--- config.mk ---
export PLATFORM = sky130hd
export DESIGN_NAME = mlt3_line_codec
export DESIGN_NICKNAME = d
export VERILOG_FILES = /design/src/rtl/mlt3_codec_pkg.sv /design/src/rtl/mlt3_tx_encoder.sv /design/src/rtl/mlt3_rx_decoder.sv /design/src/rtl/sigdet_filter.sv /design/src/rtl/mlt3_line_codec.sv
export SDC_FILE = /design/constraint.sdc
export NUM_CORES = 1
export LEC_CHECK = 0
export CORE_AREA = 2 2 39 41
export CTS_CLUSTER_SIZE = 24
export DETAILED_ROUTE_END_ITERATION = 8
export DIE_AREA = 0 0 41 43
export PLACE_DENSITY = 0.6
export SKIP_CTS_REPAIR_TIMING = 1
export SLEW_MARGIN = 20
export SYNTH_ARGS = -nofsm -noshare
export SYNTH_HDL_FRONTEND = slang
export SYNTH_SLANG_ARGS = --single-unit
--- constraint.sdc ---
create_clock -name clk -period 1.8 [get_ports clk]
set_input_delay 0.36 -clock clk [delete_from_list [all_inputs] [get_ports clk]]
set_output_delay 0.36 -clock clk [all_outputs]
set_load 0.005 [all_outputs]
--- src/rtl/mlt3_codec_pkg.sv ---
package mlt3_codec_pkg;
  localparam logic [1:0] SYM_ZERO = 2'b00;
  localparam logic [1:0] SYM_POS  = 2'b01;
  localparam logic [1:0] SYM_NEG  = 2'b11;

  // phase 0..3 maps to the level sequence 0, +1, 0, -1
  function automatic logic [1:0] phase_to_sym(input logic [1:0] ph);
    logic [1:0] s;
    case (ph)
      2'd1:    s = SYM_POS;
      2'd3:    s = SYM_NEG;
      default: s = SYM_ZERO;
    endcase
    return s;
  endfunction

  function automatic logic sym_nonzero(input logic [1:0] s);
    return s != SYM_ZERO;
  endfunction

  function automatic logic [1:0] bit_to_binary_sym(input logic b);
    return b ? SYM_POS : SYM_ZERO;
  endfunction
endpackage

--- src/rtl/mlt3_tx_encoder.sv ---
module mlt3_tx_encoder
  import mlt3_codec_pkg::*;
(
  input  logic       clk,
  input  logic       rst_n,
  input  logic       tx_bit,
  input  logic       force_bin,
  output logic [1:0] sym_o
);
  logic [1:0] phase_q, phase_d;
  logic [1:0] sym_q;
  logic       last_mlt_q;
  logic       advance;

  assign advance = !force_bin && tx_bit;
  assign phase_d = advance ? phase_q + 2'd1 : phase_q;

  always_ff @(posedge clk or negedge rst_n) begin
    if (!rst_n) begin
      phase_q    <= 2'd0;
      sym_q      <= SYM_ZERO;
      last_mlt_q <= 1'b0;
    end else begin
      phase_q    <= phase_d;
      sym_q      <= force_bin ? bit_to_binary_sym(tx_bit) : phase_to_sym(phase_d);
      last_mlt_q <= !force_bin;
    end
  end

  assign sym_o = sym_q;

  p_valid_code_r1: assert property (@(posedge clk) disable iff (!rst_n)
    sym_q != 2'b10);

  p_bin_two_level_r3: assert property (@(posedge clk) disable iff (!rst_n)
    force_bin |=> (sym_q == bit_to_binary_sym($past(tx_bit))));

  p_step_moves_r1: assert property (@(posedge clk) disable iff (!rst_n)
    (last_mlt_q && !force_bin && tx_bit) |=> (sym_q != $past(sym_q)));

  p_zero_holds_r1: assert property (@(posedge clk) disable iff (!rst_n)
    (last_mlt_q && !force_bin && !tx_bit) |=> $stable(sym_q));

  p_no_rail_jump_r1: assert property (@(posedge clk) disable iff (!rst_n)
    (last_mlt_q && !force_bin && sym_q[0]) |=> !(sym_q[0] && (sym_q != $past(sym_q))));
endmodule

--- src/rtl/mlt3_rx_decoder.sv ---
module mlt3_rx_decoder
  import mlt3_codec_pkg::*;
(
  input  logic       clk,
  input  logic       rst_n,
  input  logic [1:0] rx_sym,
  input  logic       bin_mode,
  input  logic       loop_en,
  input  logic       fault,
  input  logic       loop_bit,
  output logic       data_o
);
  logic [1:0] prev_q;
  logic       data_q;
  logic       sym_changed;
  logic       line_bit;

  assign sym_changed = rx_sym != prev_q;
  assign line_bit    = bin_mode ? sym_nonzero(rx_sym) : sym_changed;

  always_ff @(posedge clk or negedge rst_n) begin
    if (!rst_n) begin
      prev_q <= SYM_ZERO;
      data_q <= 1'b0;
    end else begin
      prev_q <= rx_sym;
      if (loop_en)     data_q <= loop_bit;
      else if (fault)  data_q <= 1'b0;
      else             data_q <= line_bit;
    end
  end

  assign data_o = data_q;

  p_loop_data_r5: assert property (@(posedge clk) disable iff (!rst_n)
    loop_en |=> (data_q == $past(loop_bit)));

  p_fault_static_r8: assert property (@(posedge clk) disable iff (!rst_n)
    (fault && !loop_en) |=> !data_q);

  p_bin_zero_r4: assert property (@(posedge clk) disable iff (!rst_n)
    (bin_mode && !loop_en && !fault && rx_sym == SYM_ZERO) |=> !data_q);
endmodule

--- src/rtl/sigdet_filter.sv ---
module sigdet_filter #(
  parameter int RUN_LEN = 4
) (
  input  logic clk,
  input  logic rst_n,
  input  logic amp_ok,
  input  logic loop_en,
  input  logic fault,
  output logic sd_o
);
  localparam int CW = (RUN_LEN > 1) ? $clog2(RUN_LEN) : 1;
  localparam logic [CW-1:0] LAST = CW'(RUN_LEN - 1);

  logic [CW-1:0] cnt_q, cnt_d;
  logic          det_q, det_d;
  logic          sd_q;
  logic          mismatch;
  logic          flip;

  assign mismatch = amp_ok != det_q;
  assign flip     = mismatch && (cnt_q == LAST);
  assign det_d    = flip ? amp_ok : det_q;
  assign cnt_d    = (mismatch && !flip) ? cnt_q + CW'(1) : '0;

  always_ff @(posedge clk or negedge rst_n) begin
    if (!rst_n) begin
      cnt_q <= '0;
      det_q <= 1'b0;
      sd_q  <= 1'b0;
    end else begin
      cnt_q <= cnt_d;
      det_q <= det_d;
      if (loop_en)    sd_q <= 1'b1;
      else if (fault) sd_q <= 1'b0;
      else            sd_q <= det_d;
    end
  end

  assign sd_o = sd_q;

  p_loop_forces_sd_r9: assert property (@(posedge clk) disable iff (!rst_n)
    loop_en |=> sd_q);

  p_fault_clears_sd_r8: assert property (@(posedge clk) disable iff (!rst_n)
    (fault && !loop_en) |=> !sd_q);

  p_rise_after_valid_r7: assert property (@(posedge clk) disable iff (!rst_n)
    $rose(det_q) |-> $past(amp_ok));

  p_fall_after_invalid_r7: assert property (@(posedge clk) disable iff (!rst_n)
    $fell(det_q) |-> !$past(amp_ok));

  p_run_resets_r7: assert property (@(posedge clk) disable iff (!rst_n)
    !mismatch |=> (cnt_q == '0));
endmodule

--- src/rtl/mlt3_line_codec.sv ---
module mlt3_line_codec #(
  parameter int DET_RUN = 4
) (
  input  logic       clk,
  input  logic       rst_n,
  input  logic       tx_bit,
  input  logic [1:0] rx_sym,
  input  logic       rx_amp_ok,
  input  logic       bin_mode,
  input  logic       loop_en,
  input  logic       cable_det_n,
  output logic [1:0] tx_sym,
  output logic       rx_data,
  output logic       sig_det
);
  logic force_bin;
  logic wire_fault;

  assign force_bin  = bin_mode || loop_en;
  assign wire_fault = cable_det_n;

  mlt3_tx_encoder u_enc (
    .clk       (clk),
    .rst_n     (rst_n),
    .tx_bit    (tx_bit),
    .force_bin (force_bin),
    .sym_o     (tx_sym)
  );

  mlt3_rx_decoder u_dec (
    .clk      (clk),
    .rst_n    (rst_n),
    .rx_sym   (rx_sym),
    .bin_mode (bin_mode),
    .loop_en  (loop_en),
    .fault    (wire_fault),
    .loop_bit (tx_bit),
    .data_o   (rx_data)
  );

  sigdet_filter #(.RUN_LEN(DET_RUN)) u_sd (
    .clk     (clk),
    .rst_n   (rst_n),
    .amp_ok  (rx_amp_ok),
    .loop_en (loop_en),
    .fault   (wire_fault),
    .sd_o    (sig_det)
  );

  p_loop_tx_binary_r6: assert property (@(posedge clk) disable iff (!rst_n)
    loop_en |=> (tx_sym[1] == 1'b0 && tx_sym[0] == $past(tx_bit)));

  p_reset_quiet_r10: assert property (@(posedge clk)
    !rst_n |-> (tx_sym == 2'b00 && !rx_data && !sig_det));
endmodule

==> results of run 1 <==
-- worst register-to-register path: cells and delay by family (launching register included) --
| kind | cells | cell delay (ns) |
|---|---|---|
| flops | 1 | 0.39 |
| fa+ha+maj | 1 | 0.24 |
| mux | 1 | 0.32 |
| compound gates | 1 | 0.17 |
-- routing by layer --
metal / GRT usage / part of all wire
met1: 0.1178 / 0.44
met2: 0.1469 / 0.46
met3: 0.03141 / 0.062
met4: 0.08000 / 0.037
met5: 0 / 0
-- worst paths after layout --
kind | cells after the start | start | slack (ns) | endpoint
max reg2reg | 3 | u_sd.cnt_q[0] | 0.56 | u_sd.sd_o
max | 1 | u_enc.sym_o[0] | 0.35 | tx_sym[0]
max in group asynchronous | 1 | rst_n | 1.06 | u_dec.data_o
min in group clk | 1 | u_enc.phase_q[1] | 0.46 | u_enc.phase_q[1]
min reg2reg | 1 | u_enc.phase_q[1] | 0.46 | u_enc.phase_q[1]
min | 1 | rst_n | 0.41 | u_sd.cnt_q[1]
-- placed cells by master (no fill, tap or decap), types with 2 or more instances in the layout --
master and n:
sky130_fd_sc_hd__clkdlybuf4s50_1 12, sky130_fd_sc_hd__nor3_1 2, sky130_fd_sc_hd__clkbuf_4 3, sky130_fd_sc_hd__nor2_1 2
sky130_fd_sc_hd__nand2_1 3, sky130_fd_sc_hd__dfrtp_1 11, sky130_fd_sc_hd__xor2_1 3, sky130_fd_sc_hd__xnor2_1 4
-- sequential cells by signal, indices dropped and copies added (netlist names) --
signal / count
u_dec.data_o: 1
u_sd.cnt_q: 2
u_dec.prev_q: 2
u_sd.sd_o: 1
u_enc.sym_o: 2
u_enc.phase_q: 2
u_sd.det_q: 1
-- cell families (layout without fill, tap and decap cells) --
family          count (synthesis)  count (layout)
buf+inv                         1              17
simple gates                   10              10
compound gates                  3               3
flops                          11              11
fa+ha+maj                       1               1
mux                             1               1
xor+xnor                        7               7
-- report_power, final --
part | total (uW) | switching, uW | internal, uW
Combinational | 176 | 63.0 | 113
Clock | 171 | 88.8 | 82.4
Sequential | 356 | 41.3 | 315
Total | 704 | 193 | 511
-- stage by stage --
step / utilization / worst slack (ns) / instance area, sq um / hold WS [ns]
2_1_floorplan: - / 0.6312 / 436.7 / 0.06441
5_1_grt: 0.4367 / 0.3027 / 604.3 / 0.4591
4_1_cts: 0.4367 / 0.3405 / 604.3 / 0.4216
6_report: 0.4367 / 0.3510 / 604.3 / 0.4059
3_3_place_gp: 0.4168 / 0.3592 / 576.8 / 0.4286
3_5_place_dp: 0.4168 / 0.3366 / 576.8 / 0.4579
-- cell type report --
| cell class | instances | share of cell area |
|---|---|---|
| well taps | 16 | 0.03313 |
| repair buffers | 12 | 0.1988 |
| clock inverters | 1 | 0.008282 |
| multi-input cells | 22 | 0.2609 |
| clock buffers | 3 | 0.03727 |
| flip-flops and latches | 11 | 0.4555 |
| inverters | 1 | 0.006211 |
==> run summary, run 1 <==
The count of nets left with antenna violations after detail routing is 0. Of the total synthesized cell area, the portion taken by full adders, half adders and majority gates is 0.02865. Clock tree synthesis inserted a total of 3 buffers. The synthesized design contains 0 enable-type register cells. Subtracting the final worst setup slack from the clock period gives 1.449 ns.

In this run the horizontal extent of the chip is 41 microns. For this run, the top clock speed supported by timing is 690.2 MHz. For this run the aggregate overflow at the end of global routing stands at 0. Across the VDD grid, the largest voltage drop is 441.1 uV.

TritonCTS built the clock tree. The area taken by multi-input logic gates is 157.7 sq um. The commonest cells after synthesis are sky130_fd_sc_hd__dfrtp_1 (11), sky130_fd_sc_hd__xnor2_1 (4), sky130_fd_sc_hd__nand2_1 (3), sky130_fd_sc_hd__xor2_1 (3).

The repair_antennas step left the layout with diodes totalling 0. The critical path data arrival time came out at 1.09 ns. The total number of vias is 293. For this configuration, the core starts out at a cell density of 0.3156. The Yosys warning count is 0. Counting both buffers and inverters, the worst setup path holds a total of 1.

The number of buffers on the longest clock path came out at 2. The max-slew violation total from the final report came out at 0. The total number of placement rows is 14. The number of antenna violations at the first check in global routing is 0. The critical-path maximum fanout is 1.

The reported max-cap violation count is 0. The share of the Yosys chip area taken by registers is 0.6304. The average routed wire per standard cell came out at 10.58 microns. The kind of critical path is flop to output pin.

The signal on the critical path passes through clkdlybuf4s50_1. The count of input and output buffers came out at 12. The register area is 275.3 sq um. Setup repair after global routing left no endpoint under its margin.

The number of instances in the synthesized netlist came out at 34. The number of design rule violations left after detail routing came out at 0. The placed wire-length estimate came out at 550.5 microns.

The area growth from synthesis to layout is 38.40%. The total count of hold-check failures in the final report came out at 0. The netlist area before placement is 436.7 sq um.

Entering global routing, the biggest net connects 12 pins. The actual transition at the worst max-transition pin is 0.4815 ns. The placed cell count is 62. The total nets after synthesis came out at 44. Clock latency on the worst-skew pair, taken at its later pin, is 0.28 ns.

The number of top-level design ports is 13. The simple-gate area share of the yosys netlist came out at 0.1089. The starting DRC count in detailed routing is 0. The post-synthesis compound-gate area fraction is 0.04871. The portion of synthesized area spent on multiplexers is 0.03438. The final total negative setup slack is 0 ns. The worst setup path is captured at an output pin. Among cell families on the critical path, the largest total delay comes from buffers and inverters.

The total power came out at 704.1 uW. The main combinational cell family by area after synthesis is XOR/XNOR gates. From bottom edge to top edge, the die measures 43 microns.

The vias per cell is 4.439. In the synthesized netlist the dominant register cell turns out to be sky130_fd_sc_hd__dfrtp_1. The number of sinks on the clock net is 11. The root buffer cell chosen for the clock tree is sky130_fd_sc_hd__clkbuf_4.

For this design the static power due to leakage is 0.0002718 uW. The biggest area contributor in the post-synthesis netlist is sky130_fd_sc_hd__dfrtp_1. The routability congestion estimate came out at 0.6386.

Across the routed clock network, the largest skew measured is 0.006717 ns. The total of fill cells in the finished design is 138. The slowest stage of the critical path is the sky130_fd_sc_hd__clkdlybuf4s50_1 cell.

The global router's overall resource usage came out at 0.1018. The first global-routing pass estimated 1138 microns of wire. The run finished with clean final reports. The maximum level of the CTS H-tree is 1.

The headroom to the max-slew limit came out at 0.6780. The total setup violations reported at the end of the flow is 0. The parity-gate share of the synthesized area counting xor and xnor cells came out at 0.1404. After synthesis, the netlist uses 15 different library cells. The iteration count of the initial detailed-routing pass came out at 1. The flop and latch count out of synthesis is 11. The share of synthesized flip-flops with an asynchronous set or reset is 1.000.

The biggest cell delay along the critical path is 0.49 ns. Ranked by total cell area, the synthesized netlist is headed by sky130_fd_sc_hd__dfrtp_1 (63%), sky130_fd_sc_hd__xnor2_1 (8.0%), sky130_fd_sc_hd__xor2_1 (6.0%). The startpoint kind of the worst setup timing path is a flop. The total wire length came out at 698 microns. The path class of the tightest hold or removal check is input pin to asynchronous set/reset pin. The full die area is 1763 sq um. Dividing the synthesized area by the synthesized cell count gives 12.84 sq um.

Leaving out filler cells and counting taps, the final layout contains 66. Dividing total power by cell area gives a power density of 1165 nW/um^2. The core area came out at 1384 sq um. The number of nets in the layout is 61. The clock-pin slew on the worst setup and hold paths is 0.08 ns. The share of the cycle needed by the critical path after routing came out at 0.8050. The share of post-route cells with drive strength above 1 is 0.1000. The via count of the first global-routing pass came out at 292. The cell with the most instances after synthesis is sky130_fd_sc_hd__dfrtp_1. The data required time at the worst endpoint came out at 1.44 ns.

The fraction of synthesized cell area taken by the top area cell type is 0.6304.
No activity file was read; power rests on OpenSTA's default activity.
==> run 2, diff against run 1 <==
Settings changed: PLACE_DENSITY 0.6 to 0.62.
Clock period 1.8 ns to 1.32 ns, I/O delays scaled along.
==> run summary, run 2 (synthesis gave the netlist of run 1 again) <==
The number of buffers inserted during clock tree synthesis came out at 3 (unchanged). The placed wire-length estimate is 535.7 microns (-2.7%). The number of sinks on the clock net came out at 11 (unchanged). The endpoint kind of the worst setup timing path is a flop.

The actual transition at the worst max-transition pin is 0.2216 ns (-0.2599 ns). The total power was 961.5 uW (+37%). The starting density of the core came out at 0.3156 (unchanged). The worst setup path is launched from a flop. The first-pass GRT wire length is 1200 microns (+5.4%). Setup repair after global routing left no endpoint under its margin. The total count of hold-check failures in the final report came out at 0 (unchanged). The data required time at the worst endpoint came out at 1.49 ns (+0.05 ns). The worst hold slack after final layout is 0.2806 ns (-0.1253 ns).

The number of top-level design ports is 13 (unchanged). The total wire length is 728 microns (+4.3%). The average routed wire per standard cell is 10.55 microns (-0.24%). The iteration count of the initial detailed-routing pass came out at 2 (+1). The signed area change from the synthesized netlist to the final layout came out at 45.56%. Leaving out fill and tap cells, the most frequent cell in the layout is sky130_fd_sc_hd__dfrtp_1. The x dimension of the die is 41 microns (unchanged). The smallest setup slack after layout came out at 0.09808 ns (-0.2530 ns). The largest net degree at the start of global routing is 12 (unchanged). The maximum level of the CTS H-tree came out at 1 (unchanged).

The number of antenna violations at the first check in global routing is 0 (unchanged). The worst setup slack before clock tree synthesis came out at -0.02008 ns (-0.3567 ns). The clock-pin slew on the worst setup and hold paths came out at 0.07 ns (about the same).

The critical-path maximum fanout is 3 (+2). The maximum clock frequency is 818.4 MHz. The aggregate global routing overflow is 0 (unchanged). The worst path needs 1.222 ns of the cycle, external delays included. The clock network latency to the later pin of the worst-skew pair came out at 0.27 ns (about the same).

The final instance area is 635.6 sq um (+5.2%). The die outline height is 43 microns (unchanged). The worst-case clock skew is 0.004851 ns (-0.001866 ns). The kind of critical path is flop to flop. The via count of the first global-routing pass came out at 305 (+4.5%). The total leakage power came out at 0.0003290 uW (+21%).

The core area is 1384 sq um (unchanged). The reported max-cap violation count came out at 0 (unchanged). The critical path data arrival time is 1.39 ns (+0.30 ns). The number of design rule violations left after detail routing is 0 (unchanged).

The share of post-route cells with drive strength above 1 was 0.1321 (+0.03208). The routability congestion estimate was 0.7210 (+13%). The vias per cell was 4.507 (+1.5%).

The count of nets left with antenna violations after detail routing is 0 (unchanged). The total number of placement rows is 14 (unchanged). The tightest min-delay check is of the input pin to asynchronous set/reset pin type. The antenna cell count came out at 0 (unchanged).

The full die area came out at 1763 sq um (unchanged). The number of buffers on the longest clock path is 2 (unchanged). The count of input and output buffers was 12 (unchanged). Dividing the final minimum period by the clock period gives 0.9257. The max-slew violation total from the final report is 0 (unchanged).

The post-detailed-placement cell area is 599.3 sq um (+3.9%). The tree is rooted in a sky130_fd_sc_hd__clkbuf_4. The number of nets in the layout came out at 64 (+4.9%). The global router's overall resource usage was 0.1111 (+0.009278).

The slack of the worst reg-to-reg path came out at 0.1 ns (-0.46 ns). TritonCTS built the clock tree. The total setup violations reported at the end of the flow was 0 (unchanged). The total number of vias came out at 311 (+6.1%). The power density normalized to cell area was 1513 nW/um^2 (+30%). The top cell types in the final layout, fill and taps aside, are sky130_fd_sc_hd__dfrtp_1 (11), sky130_fd_sc_hd__clkdlybuf4s50_1 (8), sky130_fd_sc_hd__xnor2_1 (4), sky130_fd_sc_hd__dlymetal6s2s_1 (4). The maximum ir drop on the vdd rail is 595.8 uV (+35%). The flow ran to the end, and the final reports show no timing, DRC or antenna violations. The starting DRC count in detailed routing is 2 (+2). The headroom to the max-slew limit came out at 0.8517 (+0.1737).
## run 2: per-stage QoR
| stage | util | cells | TNS (ns) |
|---|---|---|---|
| finish | 0.4593 | 69 | 0 |
| detailed placement | 0.4331 | 65 | -0.03369 |
| global route | 0.4593 | 69 | 0 |
| floorplan | - | 34 | 0 |
| global placement | 0.4331 | 65 | -0.01361 |
| CTS | 0.4521 | 69 | -0.1615 |
## run 2: layout make-up
class / instances / area [sq um]
Inverter: 1 / 3.754
Timing Repair Buffer: 15 / 152.6
Clock buffer: 4 / 26.28
Sequential cell: 11 / 275.3
Tap cell: 16 / 20.02
Multi-Input combinational cell: 22 / 157.7
Fill cell: 131 / 748.2
## run 2: path summary, 6_finish.rpt
path | startpoint | endpoint | depth (start not counted)
max | u_sd.cnt_q[0] | u_sd.sd_o | 3
min reg2reg | u_sd.cnt_q[0] | u_sd.cnt_q[0] | 1
max reg2reg | u_sd.cnt_q[0] | u_sd.sd_o | 3
min in group clk | u_sd.cnt_q[0] | u_sd.cnt_q[0] | 1
max in group asynchronous | rst_n | u_dec.prev_q[0] | 2
min | rst_n | u_sd.cnt_q[1] | 2
## run 2: report_power, final
| group | total (uW) | leakage [uW] | switching (uW) | internal [uW] |
|---|---|---|---|---|
| clock network | 236 | 0.0000150 | 119 | 117 |
| logic | 241 | 0.000181 | 86.1 | 155 |
| registers | 485 | 0.000133 | 55.0 | 430 |
## run 2: layer usage
metal  share of wire  wire [microns]  up-vias  global-route usage
met1            0.43             310      146              0.1216
met3           0.048              35        5             0.01571
met2            0.46             336       10              0.1531
li1                -               -      150                   -
met5               0               0        -                   0
met4           0.062              45        0              0.1400
## run 2: worst max-delay path, cell delays in order (launching register included)
cell                      delay [ns]
sky130_fd_sc_hd__dfrtp_1        0.38
sky130_fd_sc_hd__ha_1           0.24
sky130_fd_sc_hd__mux2_4         0.31
sky130_fd_sc_hd__a21o_1         0.17
==> run 3, diff against run 2 <==
Settings changed: REMOVE_ABC_BUFFERS set to 1.
==> results of run 3 <==
No change in the layout: final DEF, timing and power equal those of run 2.
